**src/rtl/buzz_pkg.sv**
```systemverilog
// Shared types for the buzzer tone sequencer.
// Assumes BCD time bytes: tens digit in [7:4], units digit in [3:0].
package buzz_pkg;

    typedef struct packed {
        logic [7:0] hh;
        logic [7:0] mm;
    } hm_t;

    typedef enum logic [1:0] {
        SRC_NONE  = 2'd0,
        SRC_ALARM = 2'd1,
        SRC_CHIME = 2'd2,
        SRC_TIMER = 2'd3
    } src_e;

    localparam logic [7:0] CHIME_MIN      = 8'h59;
    localparam logic [3:0] CHIME_SEC_TENS = 4'h5;

endpackage

```
**src/rtl/buzz_tone_gen.sv**
```systemverilog
// Tone generator: divides the clock by DIV_FAST to give a 50% duty square
// wave, and toggles a second register on every rising edge of that wave to
// give a tone at half the pitch.
// Assumes DIV_FAST is even and at least 2.
module buzz_tone_gen #(
    parameter int DIV_FAST = 50000
) (
    input  logic clk,
    input  logic rst_n,
    output logic tone_fast_o,
    output logic tone_slow_o
);
    localparam int HALF = DIV_FAST / 2;
    localparam int CW   = (DIV_FAST > 2) ? $clog2(DIV_FAST) : 1;

    logic [CW-1:0] div_q;
    logic          at_half;
    logic          at_end;
    logic          fast_rise;

    assign at_half   = (div_q == CW'(HALF - 1));
    assign at_end    = (div_q == CW'(DIV_FAST - 1));
    assign fast_rise = (at_half || at_end) && !tone_fast_o;

    // Purpose: free-running divider count, wrapping after DIV_FAST cycles.
    always_ff @(posedge clk) begin
        if (!rst_n)      div_q <= '0;
        else if (at_end) div_q <= '0;
        else             div_q <= div_q + 1'b1;
    end

    // Purpose: fast tone changes level at the half point and at the wrap.
    always_ff @(posedge clk) begin
        if (!rst_n)                  tone_fast_o <= 1'b0;
        else if (at_half || at_end)  tone_fast_o <= !tone_fast_o;
    end

    // Purpose: slow tone toggles on each rising edge of the fast tone.
    always_ff @(posedge clk) begin
        if (!rst_n)         tone_slow_o <= 1'b0;
        else if (fast_rise) tone_slow_o <= !tone_slow_o;
    end

endmodule

```
**src/rtl/buzz_event_detect.sv**
```systemverilog
// Event detector: decides which condition drives the buzzer and whether the
// fast or the slow tone is wanted. Priority: alarm, then chime, then timer.
// Assumes BCD inputs; the parity of the seconds is bit 0 of the units digit.
module buzz_event_detect
    import buzz_pkg::*;
(
    input  hm_t        live_hm_i,
    input  logic [7:0] live_sec_i,
    input  hm_t        alarm_hm_i,
    input  logic       alarm_en_n_i,
    input  logic       timer_warn_i,
    output src_e       src_o,
    output logic       pick_fast_o
);
    logic alarm_hit;
    logic chime_hit;
    logic sec_odd;

    assign alarm_hit = !alarm_en_n_i && (live_hm_i == alarm_hm_i);
    assign chime_hit = (live_hm_i.mm == CHIME_MIN) && (live_sec_i[7:4] == CHIME_SEC_TENS);
    assign sec_odd   = live_sec_i[0];

    // Purpose: priority choice of source and of pitch parity.
    always_comb begin
        src_o       = SRC_NONE;
        pick_fast_o = 1'b0;
        if (alarm_hit) begin
            src_o       = SRC_ALARM;
            pick_fast_o = !sec_odd;
        end else if (chime_hit) begin
            src_o       = SRC_CHIME;
            pick_fast_o = sec_odd;
        end else if (timer_warn_i) begin
            src_o       = SRC_TIMER;
            pick_fast_o = sec_odd;
        end
    end

endmodule

```
**src/rtl/buzz_sequencer.sv**
```systemverilog
// Top level of the buzzer tone sequencer: tone generator plus event
// detector, with a final mux onto the buzzer pin.
// Assumes CLK_HZ / TONE_HZ is an even whole number.
module buzz_sequencer
    import buzz_pkg::*;
#(
    parameter int CLK_HZ  = 50_000_000,
    parameter int TONE_HZ = 1000
) (
    input  logic       clk,
    input  logic       rst_n,
    input  logic [7:0] live_hour_i,
    input  logic [7:0] live_min_i,
    input  logic [7:0] live_sec_i,
    input  logic [7:0] alarm_hour_i,
    input  logic [7:0] alarm_min_i,
    input  logic       alarm_en_n_i,
    input  logic       timer_warn_i,
    output logic       buzz_o
);
    localparam int DIV_FAST = CLK_HZ / TONE_HZ;

    logic tone_fast;
    logic tone_slow;
    src_e src;
    logic pick_fast;
    hm_t  live_hm;
    hm_t  alarm_hm;

    assign live_hm  = '{hh: live_hour_i,  mm: live_min_i};
    assign alarm_hm = '{hh: alarm_hour_i, mm: alarm_min_i};

    buzz_tone_gen #(.DIV_FAST(DIV_FAST)) tone_i (
        .clk         (clk),
        .rst_n       (rst_n),
        .tone_fast_o (tone_fast),
        .tone_slow_o (tone_slow)
    );

    buzz_event_detect evt_i (
        .live_hm_i    (live_hm),
        .live_sec_i   (live_sec_i),
        .alarm_hm_i   (alarm_hm),
        .alarm_en_n_i (alarm_en_n_i),
        .timer_warn_i (timer_warn_i),
        .src_o        (src),
        .pick_fast_o  (pick_fast)
    );

    // Purpose: drive the buzzer from the chosen tone, or hold it low.
    always_comb begin
        if (src == SRC_NONE) buzz_o = 1'b0;
        else                 buzz_o = pick_fast ? tone_fast : tone_slow;
    end

endmodule

```
**config.mk**
```make
export PLATFORM = sky130hd
export DESIGN_NAME = buzz_sequencer
export DESIGN_NICKNAME = d
export VERILOG_FILES = /design/src/rtl/buzz_pkg.sv /design/src/rtl/buzz_tone_gen.sv /design/src/rtl/buzz_event_detect.sv /design/src/rtl/buzz_sequencer.sv
export SDC_FILE = /design/constraint.sdc
export NUM_CORES = 1
export LEC_CHECK = 0
export ABC_AREA = 1
export CAP_MARGIN = 5
export CORE_MARGIN = 2
export CORE_UTILIZATION = 49
export DETAILED_ROUTE_END_ITERATION = 12
export GPL_TIMING_DRIVEN = 0
export PLACE_DENSITY = 0.84
export SYNTH_ARGS = -nofsm -noshare
export SYNTH_HDL_FRONTEND = slang
export SYNTH_HIERARCHICAL = 1
export SYNTH_SLANG_ARGS = --single-unit
```
**constraint.sdc**
```tcl
create_clock -name clk -period 3.25 [get_ports clk]
set_input_delay 0.65 -clock clk [delete_from_list [all_inputs] [get_ports clk]]
set_output_delay 0.65 -clock clk [all_outputs]
set_load 0.02 [all_outputs]
```
== Word-level counts from Yosys, hierarchy flattened ==
Index checks and enable logic that the tools add are counted.

* Register bits: 18
* Input port bits: 44

* Reductions and logical operators: 10
* $add $sub $neg: 1
* Equality and inequality tests: 5
* Bitwise gates (word level): 1
* Muxes and demuxes: 8

{| class="wikitable"
|+ Operators by type and width
! cell !! count
|-
| $add 16x1->16 const B || 1
|-
| $eq 16x15->1 const B || 1
|-
| $eq 16x16->1 || 1
|-
| $eq 16x16->1 const B || 1
|-
| $eq 8x7->1 const B || 1
|-
| $mux 2 || 3
|-
| $mux 1 || 5
|-
| $eq 4x3->1 const B || 1
|-
| $logic_not 1->1 || 4
|-
| $logic_and 1x1->1 || 3
|-
| $logic_not 2->1 || 1
|-
| $reduce_or 2->1 || 1
|-
| $logic_or 1x1->1 || 1
|-
| $not 1->1 || 1
|}

== Logic depth before layout (Yosys ltp) ==
* Depth in word-level cells: 6
* Depth in mapped cells: 13
* Depth with buffers taken out: 13

== By module ==
The synthesis kept the hierarchy.

{| class="wikitable"
|+ Modules (own cells, without submodules)
! module !! area each (um2) !! cells each !! times used
|-
| buzz_tone_gen || 925.9 || 137 || 1
|-
| buzz_event_detect || 380.4 || 87 || 1
|-
| buzz_sequencer || 32.5 || 8 || 1
|}

== Least setup slack after synthesis ==
No wires, ideal clock.

* Kind: input -> output
* Start: in live_hour_i[7]
* End: out buzz_o
* Data required time: 2.600 ns
* Arrival time: 1.534 ns
* Setup slack: 1.066 ns
* Cell stages on the path: 11
* Path buffers: 0
* Cells stage by stage: inv_1 nor2_1 nor2_1 nand3_1 nor2_4 nand3_2 nand2_1 nand2_1 nand2_1 nand2_1 nor2_2

* Longest elaborated chain between the ends: 5
* Elaborated cells between the ends (all ways): 7
* Classes of those cells: eq/ne: 1; mux: 4; reduce/logical: 2

{| class="wikitable"
|+ Ends and longest elaborated chain
! element !! RTL line !! text
|-
| start: declaration || buzz_sequencer.sv:12 || <nowiki>input logic [7:0] live_hour_i,</nowiki>
|-
| $eq 16x16->1 || buzz_event_detect.sv:19 || <nowiki>assign alarm_hit = !alarm_en_n_i && (live_hm_i == alarm_hm_i);</nowiki>
|-
| $logic_and 1x1->1 || buzz_event_detect.sv:19 ||
|-
| $mux 1 || buzz_event_detect.sv:27 || <nowiki>if (alarm_hit) begin</nowiki>
|-
| net pick_fast || buzz_sequencer.sv:26 || <nowiki>logic pick_fast;</nowiki>
|-
| $mux 1 || buzz_sequencer.sv:53 || <nowiki>else buzz_o = pick_fast ? tone_fast : tone_slow;</nowiki>
|-
| $mux 1 || buzz_sequencer.sv:52 || <nowiki>if (src == SRC_NONE) buzz_o = 1'b0;</nowiki>
|-
| end: declaration || buzz_sequencer.sv:19 || <nowiki>output logic buzz_o</nowiki>
|}

The timed path passes the listed nets, and every way through them passes these cells.

== Worst setup path in the final report ==
* Start: in live_min_i[6]
* End: out buzz_o

* Longest elaborated chain between the ends: 6
* Elaborated cells between the ends (all ways): 11
* Classes of those cells: eq/ne: 2; mux: 6; reduce/logical: 3

{| class="wikitable"
|+ Ends and longest elaborated chain
! element !! RTL line !! text
|-
| start: declaration || buzz_sequencer.sv:13 || <nowiki>input logic [7:0] live_min_i,</nowiki>
|-
| $eq 8x7->1 || buzz_event_detect.sv:20 || <nowiki>assign chime_hit = (live_hm_i.mm == CHIME_MIN) && (live_sec_i[7:4] == CHIME_SEC_TENS);</nowiki>
|-
| $logic_and 1x1->1 || buzz_event_detect.sv:20 ||
|-
| $mux 1 || buzz_event_detect.sv:30 || <nowiki>end else if (chime_hit) begin</nowiki>
|-
| $mux 1 (*) || buzz_event_detect.sv:27 ||
|-
| net pick_fast || buzz_sequencer.sv:26 ||
|-
| $mux 1 (*) || buzz_sequencer.sv:53 ||
|-
| $mux 1 (*) || buzz_sequencer.sv:52 ||
|}

Mark *: on every way through the listed nets, which the timed path passes. The rest lies on a longest branch.

==> metrics.txt <==
clk slew on worst S/H paths 0.09 ns; Longest Clk Path Bufs 2; root buffer cell clkbuf_4; largest net degree at the start of global routing 11; simple-gate share of the synthesized area 48.1%; nets 323; initial core utilization 53.1%; top fanout value on the critical path 3; Avg Cell Area, Syn 5.77 um^2; post-synthesis mux area share 0%; Layout area overhead 35.0%; dominant cell type by area after synthesis dfxtp_1; Synth Area in Compound Gates 4.95%; adder-cell area share of the yosys netlist 0.935%; Routed WL 3.05 mm; fmax 334 MHz; first-pass GRT wire length 5.44 mm; Clock Sinks 18; skew final 0.00767 ns; Synth warnings 6; setup slack after placement -0.0270 ns; CTS tree yes; Syn Std Cell Area 1340 um^2; number of synthesized flops with an enable pin 0; count leader, synth nand2_1; largest family of logic cells by synthesized area simple AND/OR/NAND/NOR gates; Tmin final 3.00 ns; Flop pwr share 52.0%; Final Hold Fails 0; cell count after synthesis 232; Lkg Pwr 0.000837 uW; die area 3170 um^2; Placer Congestion 0.902; # fillers 234; DRT antenna net count 0; # rows 18; synthesis-stage register bit count 18; Synth top cells by count nand2_1, inv_1, nor2_1, dfxtp_1, nor3_1; Synth top area share 26.9%; n_diodes 0; register area 360 um^2; Hold WS 0.455 ns; Die H 56.3 um; post-synthesis net count 277; Net Switching 105 uW; vias in the first global route 1,340; # DRC 0; critical path required time 2.60 ns; layout cell share with drive strength beyond 1 7.25%; antenna violations before repair 0; Pwr Density 240 nW/um^2; async set-reset flop share out of synthesis 0%; port bufs 41; clock share of power 24.5%; endpoints failing setup 0; Max Cap Viol 0; clk_lat worst skew 0.29 ns; switching share of power 24.1%; Worst Setup End Kind output port; sequential area share after synthesis 26.9%; core area 2520 um^2; drt initial violations 55; final slew viol count 0; RSZ-0062 raised after global routing no; Wirelength per Cell 9.98 um; Post-DP HPWL 2.52 mm; routed vias 1,469; Hold Path Class reg2reg; Total Routing Usage GR 21.2%; Gate power share 23.5%; IO Pins 45; Via-to-Cell Ratio 4.80; Tightest Pin Transition 0.301 ns; post-synth cell types 23; grt ovf 0; Synth area leaders dfxtp_1, nand2_1, inv_1; H-tree Lvls 1; maximum VDD drop 0.301 mV; outcome complete, no violations; Final Cycle Share 92.2%; Detailed Routing Iterations Pass 1 4; CP arrival 2.35 ns; WS Path Type in2out; Startpoint Class input pin; area occupied by multi-input gates 802 um^2; relative max-transition margin 79.8%; setup ws final 0.254 ns; CTS buffer count 3; DIE WIDTH 56.3 um; area share of xor/xnor cells in the synthesized design 5.89%; P_int 330 uW; predominant post-synthesis flop cell dfxtp_1
==> state kept, by name (all words and copies together), names as in the netlist <==
signal / cells
tone_i/div_q: 16
tone_i/tone_fast_o: 1
tone_i/tone_slow_o: 1
==> area by class of cell <==
cell class                 count  area share [%]
inverter                      44            9.13
buffer                         1           0.623
timing repair buffer          41            22.6
clock buffer                   3            1.25
multi-input combinational    169            44.4
sequential                    18            19.9
tap                           30            2.08
==> routing by layer <==
layer	track usage [%]	part of all wire (%)	wire length (um)
met5	0	0	0
met4	5.10	1.0	32
met3	3.69	7.5	229
met2	36.1	44	1350
met1	27.7	47	1440
==> layout by cell type, fill, tap and decap left out, drive strengths merged, types with 3 or more instances in the layout <==
| master | netlist | layout |
|---|---|---|
| inv | 44 | 44 |
| xor2 | 3 | 3 |
| nor3 | 11 | 11 |
| nand2 | 76 | 76 |
| clkbuf | 0 | 3 |
| nand3 | 10 | 10 |
| xnor2 | 6 | 6 |
| clkdlybuf4s50 | 0 | 40 |
| dfxtp | 18 | 18 |
| a21oi | 8 | 8 |
| nor2 | 45 | 45 |
| nand4 | 4 | 4 |
==> final timing paths <==
path,start,cells after the start,end,slack [ns]
max reg2reg,tone_i/div_q[0],7,tone_i/div_q[6],1.82
max,live_min_i[6],10,buzz_o,0.25
min reg2reg,tone_i/div_q[0],1,tone_i/div_q[0],0.45
min,tone_i/div_q[0],1,tone_i/div_q[0],0.45
==> cells by family (layout without fill, tap and decap cells) <==
group	Yosys count	count (layout)
XOR/XNOR	9	9
AO/OA/AOI/OAI	12	12
buffers and inverters	45	89
flip-flops	18	18
AND/OR/NAND/NOR	147	147
adder cells (fa/ha/maj)	1	1
==> per-stage QoR <==
stage | total power, uW | setup TNS, ns | area, um^2 | cells | util, %
CTS | 442 | 0 | 1810 | 306 | 71.7
global route | 466 | 0 | 1810 | 306 | 71.7
floorplan | 272 | 0 | 1340 | 232 | -
finish | 434 | 0 | 1810 | 306 | 71.7
detailed placement | 334 | -0.0270 | 1790 | 303 | 70.8
global placement | 332 | 0 | 1790 | 303 | 70.8
==> critical path: stages <==
cell,delay [ns]
clkdlybuf4s50_1,0.50
nand2_1,0.06
nor3_1,0.21
nand3_1,0.16
a21oi_1,0.16
nand2_1,0.06
nand2_1,0.07
nor2_1,0.05
nor2_2,0.09
dlygate4sd2_1,0.33
==> what timing repair did <==
item,4_1_cts,5_1_grt
endpoints found under the setup margin,1,0
buffers inserted,0,0
hold buffers,0,0
gates resized for setup,1,0
==> power groups by stage <==
stage / clock (uW) / sequential (uW) / combinational, uW
final: 106 / 226 / 102
after detailed placement: 0 / 231 / 103
after floorplan: 0 / 230 / 42.0
after CTS: 113 / 226 / 103
after global placement: 0 / 231 / 101
after global routing: 125 / 226 / 115
Note: power is estimated with default switching activity, not from simulation.
